### src/rtl/kbd_scan_pkg.sv
package kbd_scan_pkg;
  localparam int CODE_W = 8;

  typedef struct packed {
    logic              push;
    logic [CODE_W-1:0] code;
    logic              popData;
    logic              readStat;
  } kbdStrobe_t;

  typedef enum logic [1:0] {
    ST_IDLE,
    ST_HOLD,
    ST_WAIT_REL
  } keyState_t;
endpackage

### src/rtl/kbd_scan_ctrl.sv
module kbd_scan_ctrl
  import kbd_scan_pkg::*;
#(
  parameter int DIV_W      = 6,
  parameter int RESET_DIV  = 5,
  parameter int HOLD_TICKS = 24,
  parameter int COLS       = 8
) (
  input  logic             clk,
  input  logic             rstN,
  input  logic             csN,
  input  logic             rdN,
  input  logic             wrN,
  input  logic             a0,
  input  logic [7:0]       wrData,
  input  logic [COLS-1:0]  retN,
  input  logic             shiftKey,
  input  logic             ctrlKey,
  output logic [3:0]       scanOut,
  output kbdStrobe_t       strobe
);
  localparam int MODE_BIT = 7;
  localparam int HOLD_W   = $clog2(HOLD_TICKS + 1);
  localparam int COL_W    = $clog2(COLS);

  logic             readAcc, writeCmd, tick;
  logic [DIV_W-1:0] divN, preCnt;
  logic             decMode;
  logic [3:0]       scanCnt;
  logic             rowValid;
  logic [2:0]       curRow;
  logic [COLS-1:0]  closed;
  logic             anyClosed;
  logic [COL_W-1:0] lowCol;

  keyState_t        state;
  logic [2:0]       candRow;
  logic [COL_W-1:0] candCol;
  logic [HOLD_W-1:0] holdCnt;
  logic             holdDone, rowHit, pushNow;

  // host access decode
  assign readAcc  = !csN && !rdN;
  assign writeCmd = !csN && !wrN && a0;

  // scan timebase
  assign tick = (divN <= DIV_W'(1)) || (preCnt >= divN - DIV_W'(1));

  always_ff @(posedge clk or negedge rstN) begin
    if (!rstN) begin
      divN    <= DIV_W'(RESET_DIV);
      decMode <= 1'b0;
      preCnt  <= '0;
      scanCnt <= '0;
    end else if (writeCmd) begin
      divN    <= wrData[DIV_W-1:0];
      decMode <= wrData[MODE_BIT];
      preCnt  <= '0;
      scanCnt <= '0;
    end else if (tick) begin
      preCnt  <= '0;
      scanCnt <= (decMode && scanCnt == 4'd3) ? 4'd0 : scanCnt + 4'd1;
    end else begin
      preCnt  <= preCnt + DIV_W'(1);
    end
  end

  assign scanOut  = decMode ? ~(4'b0001 << scanCnt[1:0]) : scanCnt;
  assign rowValid = decMode ? 1'b1 : !scanCnt[3];
  assign curRow   = decMode ? {1'b0, scanCnt[1:0]} : scanCnt[2:0];

  // column pick: lowest closed column wins
  assign closed    = ~retN;
  assign anyClosed = |closed;
  always_comb begin
    lowCol = '0;
    for (int i = COLS - 1; i >= 0; i--) begin
      if (closed[i]) lowCol = COL_W'(i);
    end
  end

  // debounce sequencing
  assign holdDone = (holdCnt >= HOLD_W'(HOLD_TICKS));
  assign rowHit   = rowValid && (curRow == candRow);
  assign pushNow  = tick && !writeCmd && (state == ST_HOLD) && holdDone &&
                    rowHit && closed[candCol];

  always_ff @(posedge clk or negedge rstN) begin
    if (!rstN) begin
      state   <= ST_IDLE;
      candRow <= '0;
      candCol <= '0;
      holdCnt <= '0;
    end else if (writeCmd) begin
      state   <= ST_IDLE;
      holdCnt <= '0;
    end else if (tick) begin
      case (state)
        ST_IDLE: begin
          if (rowValid && anyClosed) begin
            candRow <= curRow;
            candCol <= lowCol;
            holdCnt <= '0;
            state   <= ST_HOLD;
          end
        end
        ST_HOLD: begin
          if (!holdDone) begin
            holdCnt <= holdCnt + HOLD_W'(1);
          end else if (rowHit) begin
            state <= closed[candCol] ? ST_WAIT_REL : ST_IDLE;
          end
        end
        ST_WAIT_REL: begin
          if (rowHit && !closed[candCol]) state <= ST_IDLE;
        end
        default: state <= ST_IDLE;
      endcase
    end
  end

  always_comb begin
    strobe          = '0;
    strobe.push     = pushNow;
    strobe.code     = {ctrlKey, shiftKey, candRow, candCol};
    strobe.popData  = readAcc && !a0;
    strobe.readStat = readAcc && a0;
  end

  // scan lines only move on a tick or a command
  assert_scan_hold_R3: assert property (@(posedge clk) disable iff (!rstN)
    (!tick && !writeCmd) |=> $stable(scanOut));

  // one-hot mode drives exactly one low line
  assert_onehot_low_R2: assert property (@(posedge clk) disable iff (!rstN)
    decMode |-> ($countones(~scanOut) == 1));

  // no second code while the accepted key is still held
  assert_single_code_R5: assert property (@(posedge clk) disable iff (!rstN)
    (state == ST_WAIT_REL) |-> !strobe.push);

  // a code is only produced after a completed hold window
  assert_hold_before_push_R4: assert property (@(posedge clk) disable iff (!rstN)
    strobe.push |=> (state == ST_WAIT_REL));
endmodule

### src/rtl/kbd_fifo_dp.sv
module kbd_fifo_dp
  import kbd_scan_pkg::*;
#(
  parameter int DEPTH = 8
) (
  input  logic              clk,
  input  logic              rstN,
  input  kbdStrobe_t        strobe,
  output logic [CODE_W-1:0] rdData,
  output logic              irq
);
  localparam int PTR_W = (DEPTH > 1) ? $clog2(DEPTH) : 1;
  localparam int CNT_W = $clog2(DEPTH + 1);

  logic [CODE_W-1:0] mem [DEPTH];
  logic [PTR_W-1:0]  wrPtr, rdPtr;
  logic [CNT_W-1:0]  count;
  logic              overrun;
  logic              empty, full, doPop, doPush, dropped;
  logic [CODE_W-1:0] headCode, statusByte;

  function automatic logic [PTR_W-1:0] nextPtr(input logic [PTR_W-1:0] p);
    return (p == PTR_W'(DEPTH - 1)) ? '0 : p + PTR_W'(1);
  endfunction

  assign empty   = (count == '0);
  assign full    = (count == CNT_W'(DEPTH));
  assign doPop   = strobe.popData && !empty;
  assign doPush  = strobe.push && (!full || doPop);
  assign dropped = strobe.push && !doPush;

  always_ff @(posedge clk) begin
    if (doPush) mem[wrPtr] <= strobe.code;
  end

  always_ff @(posedge clk or negedge rstN) begin
    if (!rstN) begin
      wrPtr   <= '0;
      rdPtr   <= '0;
      count   <= '0;
      overrun <= 1'b0;
    end else begin
      if (doPush) wrPtr <= nextPtr(wrPtr);
      if (doPop)  rdPtr <= nextPtr(rdPtr);
      count <= count + CNT_W'(doPush) - CNT_W'(doPop);
      if (dropped)              overrun <= 1'b1;
      else if (strobe.readStat) overrun <= 1'b0;
    end
  end

  assign headCode = empty ? '0 : mem[rdPtr];

  always_comb begin
    statusByte            = '0;
    statusByte[7]         = overrun;
    statusByte[6]         = full;
    statusByte[CNT_W-1:0] = count;
  end

  assign rdData = strobe.popData  ? headCode :
                  strobe.readStat ? statusByte : '0;
  assign irq    = !empty;

  assert_no_overflow_R7: assert property (@(posedge clk) disable iff (!rstN)
    count <= CNT_W'(DEPTH));

  assert_push_grows_R7: assert property (@(posedge clk) disable iff (!rstN)
    (strobe.push && !full && !strobe.popData) |=> (count == $past(count) + CNT_W'(1)));

  assert_drop_flags_R9: assert property (@(posedge clk) disable iff (!rstN)
    (strobe.push && full && !strobe.popData) |=> overrun);

  assert_status_clears_R9: assert property (@(posedge clk) disable iff (!rstN)
    (strobe.readStat && !strobe.push) |=> !overrun);

  assert_irq_tracks_R8: assert property (@(posedge clk) disable iff (!rstN)
    (strobe.push && !full) |=> irq);
endmodule

### src/rtl/kbd_matrix_scanner.sv
module kbd_matrix_scanner
  import kbd_scan_pkg::*;
#(
  parameter int DEPTH      = 8,
  parameter int DIV_W      = 6,
  parameter int RESET_DIV  = 5,
  parameter int HOLD_TICKS = 24
) (
  input  logic       clk,
  input  logic       rstN,
  input  logic       csN,
  input  logic       rdN,
  input  logic       wrN,
  input  logic       a0,
  input  logic [7:0] wrData,
  output logic [7:0] rdData,
  input  logic [7:0] retN,
  input  logic       shiftKey,
  input  logic       ctrlKey,
  output logic [3:0] scanOut,
  output logic       irq
);
  kbdStrobe_t strobe;

  kbd_scan_ctrl #(
    .DIV_W(DIV_W), .RESET_DIV(RESET_DIV), .HOLD_TICKS(HOLD_TICKS), .COLS(8)
  ) ctrl_i (
    .clk(clk), .rstN(rstN), .csN(csN), .rdN(rdN), .wrN(wrN), .a0(a0),
    .wrData(wrData), .retN(retN), .shiftKey(shiftKey), .ctrlKey(ctrlKey),
    .scanOut(scanOut), .strobe(strobe)
  );

  kbd_fifo_dp #(.DEPTH(DEPTH)) fifo_i (
    .clk(clk), .rstN(rstN), .strobe(strobe), .rdData(rdData), .irq(irq)
  );
endmodule

### config.mk
export PLATFORM = sky130hd
export DESIGN_NAME = kbd_matrix_scanner
export DESIGN_NICKNAME = d
export VERILOG_FILES = /design/src/rtl/kbd_scan_pkg.sv /design/src/rtl/kbd_scan_ctrl.sv /design/src/rtl/kbd_fifo_dp.sv /design/src/rtl/kbd_matrix_scanner.sv
export SDC_FILE = /design/constraint.sdc
export NUM_CORES = 1
export LEC_CHECK = 0
export BUFFER_PORTS_ARGS = -buffer_cell sky130_fd_sc_hd__buf_4
export CAP_MARGIN = 20
export CORE_MARGIN = 2
export CORE_UTILIZATION = 46
export DETAILED_ROUTE_END_ITERATION = 8
export PLACE_DENSITY = 0.75
export SLEW_MARGIN = 20
export SYNTH_ARGS = -nofsm -noshare
export SYNTH_HDL_FRONTEND = slang
export SYNTH_HIERARCHICAL = 1
export SYNTH_SLANG_ARGS = --single-unit
### constraint.sdc
create_clock -name clk -period 11.7 [get_ports clk]
set_input_delay 0 -clock clk [delete_from_list [all_inputs] [get_ports clk]]
set_output_delay 0 -clock clk [all_outputs]
set_load 0.01 [all_outputs]
== Word level (Yosys, flattened, before mapping) ==
Memories as Yosys holds them, arrays and structs flattened.
Index checks and enable logic that the tools add are counted.

* Bits in registers: 41
* Memory bits (writable): 64
* Input bits: 24
* Output and inout port bits: 13
* Memories: 1

* $add $sub $neg: 8
* Magnitude comparators: 4
* Equal/unequal tests: 12
* Shifts and indexed selects: 1
* Multiplexer cells: 40
* Bitwise operators: 3
* Reduce and logical (&&, ||, !) cells: 38

{| class="wikitable"
|+ Memories
! name !! depth !! bits a word !! read ports !! clocked after memory_dff !! wr ports !! RTL line !! RTL
|-
| fifo_i.mem || 8 || 8 || 1 || 0 || 1 || kbd_fifo_dp.sv:15 || <nowiki>logic [CODE_W-1:0] mem [DEPTH];</nowiki>
|}

{| class="wikitable"
|+ Operators with widths
! cell !! count
|-
| 3-bit 2-to-1 mux || 11
|-
| 8-bit 2-to-1 mux || 3
|-
| 5-bit 2-to-1 mux || 4
|-
| 1-bit logical AND || 17
|-
| 4-bit 2-to-1 mux || 4
|-
| 2-bit 2-to-1 mux || 7
|-
| 6-bit 2-to-1 mux || 2
|-
| 3-bit by 1-bit inequality test with 1-bit output (second input constant) || 4
|-
| 1-bit zero test || 10
|-
| 5-bit one-hot mux with 2 select lines || 1
|-
| 8-bit inverter || 1
|-
| 4-bit AND reduction || 2
|-
| 8-bit OR reduction || 1
|-
| 3-bit by 1-bit adder with 3-bit output (second input constant) || 2
|-
| 6-bit by 1-bit adder with 6-bit output (second input constant) || 1
|-
| 3-bit equality test (second input constant) || 2
|-
| 6-bit >= comparator || 1
|-
| 6-bit by 1-bit less-or-equal comparator with 1-bit output (second input constant) || 1
|-
| 1-bit 2-to-1 mux || 6
|-
| 2-bit one-hot mux with 3 select lines || 1
|-
| 6-bit by 1-bit subtractor with 6-bit output (second input constant) || 1
|-
| 5-bit by 1-bit adder with 5-bit output (second input constant) || 1
|-
| 5-bit >= comparator (second input constant) || 1
|-
| 5-bit AND reduction || 1
|-
| 19 further kinds || 21
|}

== Depth between registers and ports, before layout ==
Gate-level depths: netlist of run 1.

* Word-level depth: 13
* Gate-level depth with buffers: 17
* Gate-level depth less buffers: 16

== Cells and area by module ==
The synthesis of run 1 kept the hierarchy.

{| class="wikitable"
|+ By module, submodules not included
! module !! times used !! cells an instance !! area each (µm²)
|-
| kbd_fifo_dp || 1 || 196 || 3240.6
|-
| kbd_scan_ctrl || 1 || 210 || 1938.1
|}

== Least setup slack after synthesis of run 1 ==
No wires, ideal clock.

* Path type: register -> register
* Start: register ctrl_i.divN[0]
* End: memory fifo_i.mem[0][0] (enable)
* Library setup time: 395 ps
* Data arrival time: 3270 ps
* Setup slack: 8036 ps
* Stages on the path, launching flop included: 13
* Clock period less this slack: 3664 ps
* Cell sequence: dfstp_2 inv_1 ha_1 nand2_1 xor2_1 ha_1 nand4_1 o221ai_1 nand2_1 nor4_1 buf_4 o21ai_4 nor4_1

* Longest elaborated chain between the ends: 11

{| class="wikitable"
|+ RTL lines
! element !! RTL line !! RTL
|-
| from (decl) || kbd_scan_ctrl.sv:27 || <nowiki>logic [DIV_W-1:0] divN, preCnt;</nowiki>
|-
| from (signal assigned) || kbd_scan_ctrl.sv:51 || <nowiki>divN <= DIV_W'(RESET_DIV);</nowiki>
|-
| from (signal assigned) || kbd_scan_ctrl.sv:56 || <nowiki>divN <= wrData[DIV_W-1:0];</nowiki>
|-
| 6-bit by 1-bit subtractor with 6-bit output || kbd_scan_ctrl.sv:47 || <nowiki>assign tick = (divN <= DIV_W'(1)) || (preCnt >= divN - DIV_W'(1));</nowiki>
|-
| 6-bit >= comparator || kbd_scan_ctrl.sv:47 ||
|-
| 1-bit logical OR (*) || kbd_scan_ctrl.sv:47 ||
|-
| 1-bit logical AND (*) (4 in a row) || kbd_scan_ctrl.sv:85 || <nowiki>assign pushNow = tick && !writeCmd && (state == ST_HOLD) && holdDone &&</nowiki>
|-
| 1-bit logical AND (*) || kbd_scan_ctrl.sv:86 || <nowiki>rowHit && closed[candCol];</nowiki>
|-
| named net ctrl_i.pushNow || kbd_scan_ctrl.sv:40 || <nowiki>logic holdDone, rowHit, pushNow;</nowiki>
|-
| 1-bit logical AND (*) || kbd_fifo_dp.sv:29 || <nowiki>assign doPush = strobe.push && (!full || doPop);</nowiki>
|-
| 1-bit 2-to-1 mux (*) || kbd_fifo_dp.sv:33 || <nowiki>if (doPush) mem[wrPtr] <= strobe.code;</nowiki>
|-
| 1-bit 2-to-1 mux (not written as such) (*) || kbd_fifo_dp.sv:33 ||
|-
| to (decl) || kbd_fifo_dp.sv:15 ||
|}

Mark *: on every way through the listed nets, which the timed path passes. The rest lies on a longest branch.

==> Implementation_results.wiki, run 1 <==
{| class="wikitable"
! Metric !! Value
|-
| Result of the run || completed
|-
| CP peak stage delay || 0.77 ns
|-
| Sink Count || 105
|-
| Maximum capacitance violations || 0
|-
| Fraction of synthesized area in multiplexers || 8.99%
|-
| Synth top area share || 37.1%
|-
| Initial antenna violation count || 0
|-
| Fraction of final layout cells sized beyond drive strength 1 || 20.7%
|-
| DRT iter0 DRCs || 191
|-
| Transition time of the tightest slew-check pin || 0.901 ns
|-
| Combined global-route utilization of all metal layers || 18.7%
|-
| Max-slew violation count || 0
|-
| EDFF count, synth || 64
|-
| Placed cell count || 572
|-
| Required @ worst endpoint || 11.67 ns
|-
| Die extent in x || 110 um
|-
| Nets || 504
|-
| Number of rows created at floorplan || 38
|-
| Grt ovf || 0
|-
| Largest family of logic cells by synthesized area || simple AND/OR/NAND/NOR gates
|-
| Number of cells on the worst hold path || 4
|-
| Post-placement worst setup slack || 6.92 ns
|-
| Worst Path Buf+Inv || 1
|-
| Clock Latency Late Sink || 0.35 ns
|-
| Startpoint-to-endpoint class of the critical path || flop to flop
|-
| Aggregate negative setup slack || 0 ns
|-
| Seq cells post-synth || 105
|-
| Total number of H-tree levels || 3
|-
| Pin count of the biggest net entering global routing || 42
|-
| Largest area contributor in the netlist || edfxtp_1
|-
| Tmin final || 4.51 ns
|-
| Via count || 3324
|-
| Leakage power || 2.36 nW
|-
| Multi-input combinational cell area || 2030 um^2
|-
| Min-Delay Startpoint || csN
|-
| Clock root buffer || clkbuf_16
|-
| Synth Instances || 406
|-
| Pwr dens || 205 nW/um^2
|-
| Origin of the critical flop-to-flop path || ctrl_i/divN[0]
|-
| Highest clock rate || 222 MHz
|-
| Worst setup skew after layout || 0.0118 ns
|-
| DRC errors left || 0
|-
| Netlist area before placement || 5180 um^2
|-
| Number of port buffers || 35
|-
| Non-Filler Instances || 599
|-
| Crit-path max FO || 9
|-
| Chip Height || 110 um
|-
| Reg-to-reg setup timing slack || 7.19 ns
|-
| Critical path's slowest cell || nor2_1
|-
| Clock buffer count from CTS || 9
|-
| Antenna viol nets, final || 0
|-
| Worst slew slack as a fraction of its limit || 39.7%
|-
| Final HPWL from detailed placement || 7010 um
|-
| Sort of element at the end of the critical path || flop
|-
| Setup repair after global routing missed its margin || false
|-
| Crit path DAT || 4.47 ns
|-
| Terminus of the critical flop-to-flop path || fifo_i/mem[5][5]
|-
| Fraction of the mapped netlist area in compound gates || 9.01%
|-
| WL final || 10400 um
|-
| Family of cells with the greatest summed delay on the critical path || simple AND/OR/NAND/NOR gates
|-
| Filler Cells Inserted || 905
|-
| Critical path, cell by cell || inv_1 -> ha_1 -> nand2_1 -> xor2_1 -> ha_1 -> nand4_1 -> o221ai_1 -> nand2_1 -> nor4_2 -> o211ai_1 -> nor2_1
|-
| 1st-pass router iterations || 4
|-
| Type of the most critical hold path || primary input to flop
|-
| FF-to-FF path depth || 11
|-
| Hold Vio Cnt, Final || 0
|-
| Final Instance Area || 5980 um^2
|-
| Core Region || 10900 um^2
|-
| DIE AREA || 12100 um^2
|-
| Xor and xnor area share after synthesis || 2.03%
|-
| Synth warn || 6
|-
| Starting utilization of the core area || 47.4%
|-
| Clock buffer depth || 2
|-
| Final estimated routing congestion in global placement || 0.806
|-
| Reg clk slew, reported paths || 0.08 ns
|-
| Part of the cycle the worst path needs || 38.5%
|-
| Count of antenna diodes in the layout || 0
|-
| I/O Pins || 37
|-
| Worst Hold End || fifo_i/overrun
|-
| Synth Area in Adders || 6.43%
|-
| Fraction of registers with async set or reset after synthesis || 39.0%
|-
| Wire length of the first global-routing pass || 17100 um
|-
| Setup Viol. Count Final || 0
|-
| Final worst-path setup slack || 7.19 ns
|-
| Sequential cell area || 2950 um^2
|-
| Critical Path Start Type || flop
|-
| Number of library cell types mapped by synthesis || 58
|-
| DP Area || 5560 um^2
|-
| Peak ir drop on the vdd network || 0.127 mV
|-
| Post-detailed-route via-to-cell ratio || 5.55
|-
| Area growth from synthesis to final layout || 15.5%
|-
| Wire length per cell after detailed routing || 17.4 um
|-
| Area contributors post-synth || edfxtp_1 37%, dfrtp_1 19%, ha_1 6.0%
|-
| Simple logic cell fraction of the synthesized area || 12.7%
|-
| Share of synthesized area occupied by flip-flops and latches || 57.0%
|-
| CTS tree || built
|-
| Net count of the mapped netlist || 456
|-
| Average size of a mapped cell || 12.8 um^2
|-
| Main synth FF type || edfxtp_1
|-
| Via count of the first global-routing pass || 3408
|}
final cells by class:
cell class                      instances  share of cell area, %
Clock inverter                          7                   1.30
Sequential cell                       105                   49.3
Clock buffer                            9                   3.77
Tap cell                              140                   2.93
Timing Repair Buffer                   52                   6.99
Multi-Input combinational cell        259                   34.0
Inverter                               27                   1.69
worst max-delay path by stage:
| stage | from | to | slack, ns | cells after the start |
|---|---|---|---|---|
| after floorplan | ctrl_i/divN[0] | fifo_i/mem[0][0] | 8.04 | 12 |
| after global placement | ctrl_i/divN[0] | fifo_i/mem[5][4] | 7.01 | 11 |
| after detailed placement | ctrl_i/divN[0] | fifo_i/mem[3][5] | 6.92 | 11 |
| after CTS | ctrl_i/divN[0] | fifo_i/mem[5][5] | 6.86 | 11 |
| after global routing | ctrl_i/divN[0] | fifo_i/mem[3][5] | 6.96 | 11 |
| final | ctrl_i/divN[0] | fifo_i/mem[5][5] | 7.19 | 11 |
where the power goes:
group	internal [mW]	total [mW]	switching (mW)
clock network	0.153	0.300	0.147
registers	0.461	0.554	0.0922
logic	0.183	0.372	0.188
metal layers:
metal	vias up	GRT usage (%)	routed length, um
li1	1589	-	-
met3	10	4.41	424
met4	0	4.46	114
met5	-	0	0
met1	1651	23.9	4610
met2	74	32.3	5290
per-stage QoR:
step | power, mW | hold slack, ns | utilization [%]
2_1_floorplan | 0.828 | -0.296 | -
3_3_place_gp | 0.904 | 0.00760 | 50.8
3_5_place_dp | 0.927 | 0.0274 | 50.8
4_1_cts | 1.23 | 0.00551 | 54.6
5_1_grt | 1.30 | 0.0195 | 54.7
6_report | 1.22 | 0.00728 | 54.7
Yosys cell counts, types with 6 or more instances:
master and count:
inv_1 27, o21ai_0 8, nor2b_1 21, a21oi_1 12, mux2_2 12, nand2b_1 8
nor2_1 24, xor2_1 7, dfrtp_1 39, nor3_1 7, nand3_1 12, ha_1 25
nand2_1 40, edfxtp_1 64, mux4_2 12, a211oi_1 6
cells by family (layout without fill, tap and decap cells):
kind of cell    Yosys count  in the layout
flops                   105            105
compound gates           63             63
simple gates            129            129
xor+xnor                 12             12
fa+ha+maj                26             26
buf+inv                  42             95
mux                      29             29
repair_timing:
item / in CTS / in global routing
setup buffers: 0 / 0
hold buffers: 11 / 0
endpoints found under the hold margin: 65 / 0
gates resized for setup: 0 / 0
layout by cell type, fill, tap and decap left out, drive strengths merged, types with 3 or more instances in the layout:
cell / n
mux2: 14
mux4: 12
clkbuf: 9
nor2: 24
nand2b: 8
dlygate4sd3: 11
nand4: 4
mux2i: 3
a211oi: 6
o21ai: 9
inv: 31
nor3: 8
o41ai: 5
nor2b: 21
nand2: 40
edfxtp: 64
xor2: 7
nand3: 12
nor4: 3
xnor2: 5
a2111oi: 4
a21oi: 12
o211ai: 5
ha: 25
buf: 41
dfrtp: 39
worst register-to-register path, delay by kind of cell, from the launching register on:
| kind | cells | cell delay [ns] |
|---|---|---|
| compound gates | 2 | 0.97 |
| xor+xnor | 1 | 0.06 |
| fa+ha+maj | 2 | 0.55 |
| buf+inv | 1 | 0.08 |
| flops | 1 | 0.55 |
| simple gates | 5 | 1.91 |
registers in the layout (all words and copies together) (netlist names):
| signal | count |
|---|---|
| fifo_i/rdPtr | 3 |
| fifo_i/mem | 64 |
| fifo_i/count | 4 |
| ctrl_i/scanCnt | 4 |
| fifo_i/overrun | 1 |
| ctrl_i/divN | 6 |
| ctrl_i/state | 2 |
| ctrl_i/candCol | 3 |
| ctrl_i/candRow | 3 |
| ctrl_i/decMode | 1 |
| ctrl_i/holdCnt | 5 |
| fifo_i/wrPtr | 3 |
| ctrl_i/preCnt | 6 |
Note: power is estimated with default switching activity, not from simulation.
==> run 2: changes to the inputs <==
--- a/config.mk
+++ b/config.mk
@@ -5,12 +5,13 @@
 export SDC_FILE = /design/constraint.sdc
 export NUM_CORES = 1
 export LEC_CHECK = 0
+export ABC_AREA = 1
 export BUFFER_PORTS_ARGS = -buffer_cell sky130_fd_sc_hd__buf_4
 export CAP_MARGIN = 20
 export CORE_MARGIN = 2
 export CORE_UTILIZATION = 46
 export DETAILED_ROUTE_END_ITERATION = 8
-export PLACE_DENSITY = 0.75
+export PLACE_DENSITY = 0.74
 export SLEW_MARGIN = 20
 export SYNTH_ARGS = -nofsm -noshare
 export SYNTH_HDL_FRONTEND = slang
==> constraint.sdc (replaced) <==
create_clock -name clk -period 4.39 [get_ports clk]
set_input_delay 0 -clock clk [delete_from_list [all_inputs] [get_ports clk]]
set_output_delay 0 -clock clk [all_outputs]
set_load 0.01 [all_outputs]
==> run 2 against run 1 <==
The run now ends with design-rule violations left. Clock-buffer cell count rose by 2. Critical path depth rose by 8. Largest cell class unchanged. Design area rose by 6.2%. Power rose to 2.8 times the previous value. Hold slack improved by 0.014 ns. Largest power group unchanged.
==> Implementation_results.wiki, run 2 <==
{| class="wikitable"
! Metric !! Value
|-
| Sequential Power Share || 41.9% (-3.3 points)
|-
| I/O Pins || 37 (unchanged)
|-
| Required @ worst endpoint || 4.63 ns (-7.04 ns)
|-
| Max-slew violation count || 0 (unchanged)
|-
| Worst setup skew after layout || 0.0111 ns (-0.000660 ns)
|-
| Transition time of the tightest slew-check pin || 0.748 ns (-0.153 ns)
|-
| Maximum capacitance violations || 0 (unchanged)
|-
| Number of port buffers || 35 (unchanged)
|-
| Type of the most critical hold path || primary input to flop
|-
| Crit path DAT || 4.08 ns (-0.39 ns)
|-
| Synth Instances || 621 (+53%)
|-
| Share of the core filled with cells in the final layout || 55.1% (+0.44 points)
|-
| Fraction of power consumed by the clock network || 24.8% (+0.3 points)
|-
| Origin of the critical flop-to-flop path || ctrl_i/divN[0]
|-
| Synth top area share || 35.0% (-2.1 points)
|-
| Main synth FF type || edfxtp_1
|-
| Failing checks || design-rule violations
|-
| Share of synthesized area occupied by flip-flops and latches || 53.8% (-3.2 points)
|-
| Combinational power share || 33.3% (+3.0 points)
|-
| Clock Latency Late Sink || 0.35 ns (about the same)
|-
| Switching share of power || 37.7% (+2.8 points)
|-
| Grt ovf || 0 (unchanged)
|-
| Number of rows created at floorplan || 39 (+2.6%)
|-
| Result of the run || complete, but fails checks
|-
| Setup Viol. Count Final || 0 (unchanged)
|-
| Largest area contributor in the netlist || edfxtp_1
|-
| Fraction of registers with async set or reset after synthesis || 39.0% (unchanged)
|-
| Sink Count || 105 (unchanged)
|-
| Number of library cell types mapped by synthesis || 34 (-41%)
|-
| EDFF count, synth || 64 (unchanged)
|-
| Highest-count cells in the layout ignoring fill and taps || 181 x nand2_1, 94 x inv_1, 64 x nand3_1, 64 x edfxtp_1, 48 x nor2_1
|-
| Area contributors post-synth || edfxtp_1 35%, dfrtp_1 18%, nand2_1 12%
|-
| Min-Delay Startpoint || wrN
|-
| Aggregate negative setup slack || 0 ns (unchanged)
|-
| Nets || 723 (+43%)
|-
| Power, Total || 3.41 mW (+180%)
|-
| Starting utilization of the core area || 47.6% (+0.26 points)
|-
| Hold buffers post-CTS || 20 (+9)
|-
| Count of antenna diodes in the layout || 0 (unchanged)
|-
| Reg-to-reg setup timing slack || 0.55 ns (-6.64 ns)
|-
| Fraction of final layout cells sized beyond drive strength 1 || 11.7% (-9.0 points)
|-
| Highest clock rate || 260 MHz (+17%)
|-
| Average size of a mapped cell || 8.83 um^2 (-31%)
|-
| Clock buffer count from CTS || 9 (unchanged)
|-
| Die extent in x || 113 um (+2.8%)
|-
| Pwr dens || 537 nW/um^2 (+160%)
|-
| Final HPWL from detailed placement || 7670 um (+9.5%)
|-
| Pin count of the biggest net entering global routing || 42 (unchanged)
|-
| Clock root buffer || clkbuf_16
|-
| CTS tree || built
|-
| Via count || 4183 (+26%)
|-
| Dominant cell by count in the synthesized netlist || nand2_1
|-
| Wire length per cell after detailed routing || 13.9 um (-20%)
|-
| Clock buffer depth || 2 (unchanged)
|-
| Peak ir drop on the vdd network || 0.279 mV (+120%)
|-
| Seq cells post-synth || 105 (unchanged)
|-
| Register with the highest flop count || fifo_i/mem
|-
| Number of cells on the worst hold path || 4 (unchanged)
|-
| Number of setup buffers added after CTS || 0 (unchanged)
|-
| Total number of H-tree levels || 3 (unchanged)
|-
| Number of flip-flops under the largest register name || 64 (unchanged)
|-
| 1st-pass router iterations || 7 (+3)
|-
| Core Region || 11500 um^2 (+5.3%)
|-
| Leading cell type in the layout, fill and taps excluded || nand2_1
|-
| DRT iter0 DRCs || 323 (+69%)
|-
| Area growth from synthesis to final layout || 15.7%
|-
| Filler Cells Inserted || 991 (+9.5%)
|-
| FF-to-FF path depth || 19 (+8)
|-
| Top Registers || fifo_i/mem x64, ctrl_i/divN x6, ctrl_i/preCnt x6
|-
| DIE AREA || 12800 um^2 (+5.7%)
|-
| Post-placement worst setup slack || 0.579 ns (-6.34 ns)
|-
| Antenna viol nets, final || 0 (unchanged)
|-
| Wire length of the first global-routing pass || 19000 um (+11%)
|-
| Final estimated routing congestion in global placement || 0.836 (+3.7%)
|-
| Critical Path Start Type || flop
|-
| Net count of the mapped netlist || 671 (+47%)
|-
| Post-detailed-route via-to-cell ratio || 5.10 (-8.2%)
|-
| Combined global-route utilization of all metal layers || 18.8% (+0.11 points)
|-
| Initial antenna violation count || 0 (unchanged)
|-
| Tmin final || 3.84 ns (-0.667 ns)
|-
| Sort of element at the end of the critical path || flop
|-
| Most common library cells after synthesis || 181 x nand2_1, 94 x inv_1, 64 x edfxtp_1, 64 x nand3_1, 48 x nor2_1
|-
| Final worst-path setup slack || 0.551 ns (-6.64 ns)
|-
| Leakage power || 3.00 nW (+27%)
|-
| Netlist area before placement || 5480 um^2 (+5.9%)
|-
| Reg clk slew, reported paths || 0.07 ns (about the same)
|-
| Design internal power || 2.12 mW (+170%)
|-
| Switching component of the power || 1.29 mW (+200%)
|-
| Cts repair resizes || 0 (unchanged)
|-
| Setup repair after global routing missed its margin || false
|-
| Crit-path max FO || 7 (-2)
|-
| Worst slew slack as a fraction of its limit || 50.0% (+10 points)
|-
| Via count of the first global-routing pass || 4244 (+25%)
|-
| Synth warn || 6 (unchanged)
|-
| Worst Hold End || ctrl_i/decMode
|-
| WL final || 11400 um (+9.7%)
|-
| Terminus of the critical flop-to-flop path || fifo_i/count[2]
|-
| Hold Vio Cnt, Final || 0 (unchanged)
|-
| Startpoint-to-endpoint class of the critical path || flop to flop
|-
| Part of the cycle the worst path needs || 87.4% (+49 points)
|-
| Chip Height || 113 um (+2.8%)
|-
| DRC errors left || 3 (+3)
|}
-- run 2: cell count changes after synthesis, sizes merged, moves of 8 or more --
| cell | previous run | this run |
|---|---|---|
| a21oi | 12 | 4 |
| inv | 27 | 103 |
| mux2 | 14 | 0 |
| mux4 | 12 | 0 |
| nand2 | 40 | 189 |
| nand2b | 8 | 0 |
| nand3 | 12 | 65 |
| nor2 | 24 | 50 |
| nor2b | 21 | 0 |
| o21ai | 9 | 29 |
-- run 2: critical path: stages, from the launching register on --
cell,delay (ns)
dfstp_2,0.53
inv_1,0.07
ha_1,0.24
nand2_1,0.09
xor2_1,0.15
inv_1,0.06
ha_1,0.27
nand2_1,0.07
nor2_1,0.10
nand2_1,0.11
nand2_2,0.13
nand2_1,0.10
nor3_1,0.59
nand2_4,0.15
ha_1,0.30
inv_1,0.05
ha_1,0.16
inv_1,0.06
fa_1,0.37
xnor2_1,0.13
-- run 2: power groups by stage --
stage | clock (mW) | sequential, mW | combinational (mW)
CTS | 0.863 | 1.43 | 1.14
floorplan | 0 | 1.35 | 0.916
global route | 0.897 | 1.45 | 1.31
finish | 0.847 | 1.43 | 1.14
detailed placement | 0 | 1.45 | 1.12
global placement | 0 | 1.43 | 1.07
-- run 2: cells by family (layout without fill, tap and decap cells) --
logic type	after synthesis	count (layout)	synth area share [%]
AOI/OAI and AO/OA	37	37	3.51
adders and majority gates	26	26	6.07
buffers and inverters	120	177	9.24
and+or+nand+nor	321	321	25.5
xor gates and xnor gates	12	12	1.92
DFF	105	105	53.8
-- run 2: cell type report --
cell class / instances / area (um^2) / share of cell area, %
Clock buffer: 11 / 253 / 3.98
Clock inverter: 5 / 66.3 / 1.04
Multi-Input combinational cell: 396 / 2030 / 31.9
Inverter: 103 / 387 / 6.09
Tap cell: 143 / 179 / 2.82
Sequential cell: 105 / 2950 / 46.5
Timing Repair Buffer: 58 / 485 / 7.65
-- run 2: worst max-delay path by stage --
| stage | endpoint | depth (start not counted) | from | slack (ns) |
|---|---|---|---|---|
| global route | fifo_i/count[1] | 19 | ctrl_i/divN[0] | 0.32 |
| floorplan | fifo_i/count[2] | 20 | ctrl_i/divN[0] | 1.15 |
| finish | fifo_i/count[2] | 19 | ctrl_i/divN[0] | 0.55 |
| detailed placement | fifo_i/count[2] | 19 | ctrl_i/divN[0] | 0.58 |
| CTS | fifo_i/count[2] | 19 | ctrl_i/divN[0] | 0.56 |
| global placement | fifo_i/count[2] | 19 | ctrl_i/divN[0] | 0.70 |
-- run 2: per-stage QoR --
| stage | instances | hold slack, ns | cell area (um^2) |
|---|---|---|---|
| floorplan | 621 | -0.296 | 5480 |
| detailed placement | 785 | 0.0295 | 5830 |
| CTS | 821 | 0.0196 | 6350 |
| global route | 821 | 0.0516 | 6350 |
| global placement | 785 | 0.0137 | 5830 |
| finish | 821 | 0.0212 | 6350 |
-- run 2: routing by layer --
metal	part of all wire, %	wire length [um]	GRT usage, %	vias up
met2	48	5500	32.0	121
met1	43	4910	22.8	1958
li1	-	-	-	2081
met3	6.9	784	4.77	23
met4	2.2	253	7.72	0
met5	0	0	0	-
==> run 3: changes to the inputs <==
--- a/config.mk
+++ b/config.mk
@@ -9,9 +9,9 @@
 export BUFFER_PORTS_ARGS = -buffer_cell sky130_fd_sc_hd__buf_4
 export CAP_MARGIN = 20
 export CORE_MARGIN = 2
-export CORE_UTILIZATION = 46
+export CORE_UTILIZATION = 35
 export DETAILED_ROUTE_END_ITERATION = 8
-export PLACE_DENSITY = 0.74
+export PLACE_DENSITY = 0.62
 export SLEW_MARGIN = 20
 export SYNTH_ARGS = -nofsm -noshare
 export SYNTH_HDL_FRONTEND = slang
==> run 3 against run 2 <==
The run now ends clean. Setup slack improved by 0.12 ns. Maximum frequency grew 3.3%. Sequential power is essentially flat. Non-clock buffer count rose by 1. Wire length is 0.45% lower. Sequential share of layout area decreased by 0.33 points. Cell count grew 8.3%. Clock-buffer cell count is 2 lower. Die area up 30%. First-iteration DRC count down 14%. Global-route usage is 4.2 points lower. Clock power down 7.7%. Largest power group unchanged. Highest routed layer unchanged.
==> Implementation_results.wiki, run 3 (synthesized netlist as in run 2, its figures left out) <==
{| class="wikitable"
! Metric !! Value
|-
| Result of the run || completed
|-
| Nets || 724 (+0.14%)
|-
| Count of antenna diodes in the layout || 0 (unchanged)
|-
| Multi-input combinational cell area || 2030 um^2 (unchanged)
|-
| Origin of the critical flop-to-flop path || ctrl_i/divN[0]
|-
| Final estimated routing congestion in global placement || 0.778 (-6.9%)
|-
| Sequential cell area || 2950 um^2 (unchanged)
|-
| Aggregate negative setup slack || 0 ns (unchanged)
|-
| Transition time of the tightest slew-check pin || 0.768 ns (+0.0207 ns)
|-
| Core Region || 15300 um^2 (+32%)
|-
| Share of the core filled with cells in the final layout || 41.9% (-13 points)
|-
| CTS tree || built
|-
| Leading cell type in the layout, fill and taps excluded || nand2_1
|-
| Highest-count cells in the layout ignoring fill and taps || 181 x nand2_1, 94 x inv_1, 64 x nand3_1, 64 x edfxtp_1, 48 x nor2_1
|-
| Crit-path max FO || 7 (unchanged)
|-
| Sink Count || 105 (unchanged)
|-
| Placed cell count || 859 (+9.4%)
|-
| Peak ir drop on the vdd network || 0.259 mV (-6.9%)
|-
| Max-slew violation count || 0 (unchanged)
|-
| Pin count of the biggest net entering global routing || 42 (unchanged)
|-
| Worst-case hold slack || 0.00803 ns (-0.0132 ns)
|-
| Area growth from synthesis to final layout || 16.6%
|-
| FF-to-FF path depth || 19 (unchanged)
|-
| Setup Viol. Count Final || 0 (unchanged)
|-
| WL final || 11400 um (-0.45%)
|-
| Reg clk slew, reported paths || 0.07 ns (about the same)
|-
| Startpoint-to-endpoint class of the critical path || flop to flop
|-
| Required @ worst endpoint || 4.62 ns (about the same)
|-
| Via count || 4022 (-3.8%)
|-
| Combined global-route utilization of all metal layers || 14.6% (-4.2 points)
|-
| Number of rows created at floorplan || 45 (+15%)
|-
| Antenna viol nets, final || 0 (unchanged)
|-
| Type of the most critical hold path || primary input to flop
|-
| CP peak stage delay || 0.53 ns (-0.06 ns)
|-
| Power, Total || 3.32 mW (-2.5%)
|-
| DIE AREA || 16700 um^2 (+30%)
|-
| Family of cells with the greatest summed delay on the critical path || adder cells
|-
| Chip Height || 129 um (+14%)
|-
| Worst Hold End || fifo_i/overrun
|-
| Top Registers || fifo_i/mem x64, ctrl_i/divN x6, ctrl_i/preCnt x6
|-
| Part of the cycle the worst path needs || 84.7% (-2.8 points)
|-
| Clock root buffer || clkbuf_16
|-
| Via count of the first global-routing pass || 3948 (-7.0%)
|-
| DRC errors left || 0 (-3)
|-
| Starting utilization of the core area || 35.9% (-12 points)
|-
| Worst setup skew after layout || 0.00680 ns (-0.00435 ns)
|-
| Worst Path Buf+Inv || 4 (unchanged)
|-
| Sort of element at the end of the critical path || flop
|-
| Post-detailed-route via-to-cell ratio || 4.52 (-11%)
|-
| Hold buffers post-CTS || 15 (-25%)
|-
| Number of cells on the worst hold path || 5 (+1)
|-
| Reg-to-reg setup timing slack || 0.67 ns (+0.12 ns)
|-
| Register with the highest flop count || fifo_i/mem
|-
| Terminus of the critical flop-to-flop path || fifo_i/count[2]
|-
| Min-Delay Startpoint || csN
|-
| Total number of H-tree levels || 3 (unchanged)
|-
| Grt ovf || 0 (unchanged)
|-
| Number of flip-flops under the largest register name || 64 (unchanged)
|-
| Final HPWL from detailed placement || 7870 um (+2.5%)
|-
| Worst slew slack as a fraction of its limit || 48.8% (-1.2 points)
|-
| Highest clock rate || 269 MHz (+3.3%)
|-
| Clock buffer depth || 2 (unchanged)
|-
| Cts repair resizes || 0 (unchanged)
|-
| Non-Filler Instances || 889 (+8.3%)
|-
| Fraction of final layout cells sized beyond drive strength 1 || 12.1% (+0.44 points)
|-
| Crit path DAT || 3.95 ns (-0.13 ns)
|-
| Critical path's slowest cell || dfstp_2
|-
| Tmin final || 3.72 ns (-0.121 ns)
|-
| Number of setup buffers added after CTS || 0 (unchanged)
|-
| 1st-pass router iterations || 4 (-3)
|-
| Critical Path Start Type || flop
|-
| Setup repair after global routing missed its margin || false
|-
| Hold Vio Cnt, Final || 0 (unchanged)
|-
| Leakage power || 3.00 nW (about the same)
|-
| DRT iter0 DRCs || 279 (-14%)
|-
| Filler Cells Inserted || 1507 (+52%)
|-
| Initial antenna violation count || 0 (unchanged)
|-
| Clock buffer count from CTS || 9 (unchanged)
|-
| I/O Pins || 37 (unchanged)
|-
| Critical path, cell by cell || inv_1 -> ha_1 -> nand2_1 -> xor2_1 -> inv_1 -> ha_1 -> nand2_1 -> nor2_1 -> nand2_1 -> nand2_2 -> nand2_1 -> nor3_1 -> nand2_4 -> ha_1 -> inv_1 -> ha_1 -> inv_1 -> fa_1 -> xnor2_1
|-
| Wire length of the first global-routing pass || 18900 um (-0.62%)
|-
| Die extent in x || 129 um (+14%)
|-
| Start point of the critical path || ctrl_i/divN[0]
|-
| Clock Latency Late Sink || 0.35 ns (about the same)
|-
| Number of port buffers || 35 (unchanged)
|-
| Wire length per cell after detailed routing || 12.8 um (-8.1%)
|-
| Maximum capacitance violations || 0 (unchanged)
|-
| Pwr dens || 520 nW/um^2 (-3.2%)
|}
-- run 3: cell count changes in the layout (fill, tap and decap cells not counted), sizes merged --
cell / previous run / this run
clkinv: 0 / 3
dlygate4sd3: 20 / 15
inv: 106 / 104
clkbuf: 11 / 9
buf: 38 / 44
-- run 3: area by class of cell --
type / count / share of cell area (%)
multi-input cells: 396 / 31.7
inverters: 103 / 6.05
well taps: 211 / 4.13
clock buffers: 9 / 3.52
repair buffers: 59 / 7.52
flip-flops and latches: 105 / 46.2
clock inverters: 6 / 0.920
-- run 3: worst max path at each step --
stage	end	cells after the start	slack [ns]
2_1_floorplan	fifo_i/count[2]	20	1.15
3_3_place_gp	fifo_i/count[2]	19	0.72
3_5_place_dp	fifo_i/count[2]	19	0.61
4_1_cts	fifo_i/count[2]	19	0.58
5_1_grt	fifo_i/count[1]	19	0.33
6_report	fifo_i/count[2]	19	0.67
-- run 3: routing by layer --
layer | global-route usage (%) | vias to the layer above | wire length (um)
li1 | - | 2077 | -
met1 | 17.5 | 1874 | 5130
met2 | 25.5 | 57 | 5600
met3 | 3.43 | 14 | 425
met4 | 5.05 | 0 | 232
met5 | 0 | - | 0
-- run 3: where the power goes --
group	switching (mW)	internal [mW]	total (mW)
clock network	0.346	0.436	0.782
registers	0.213	1.22	1.43
logic	0.691	0.422	1.11
total	1.25	2.08	3.32
-- run 3: stage by stage --
| stage | setup slack (ns) | area [um^2] |
|---|---|---|
| 2_1_floorplan | 1.15 | 5480 |
| 5_1_grt | 0.335 | 6390 |
| 6_report | 0.672 | 6390 |
| 3_5_place_dp | 0.610 | 5960 |
| 3_3_place_gp | 0.723 | 5960 |
| 4_1_cts | 0.576 | 6390 |
-- run 3: tightest hold or removal path: stages --
cell and delay [ns]:
buf_4 0.11, nor3_1 0.05, inv_1 0.06, nand2_1 0.05
nand2_1 0.05
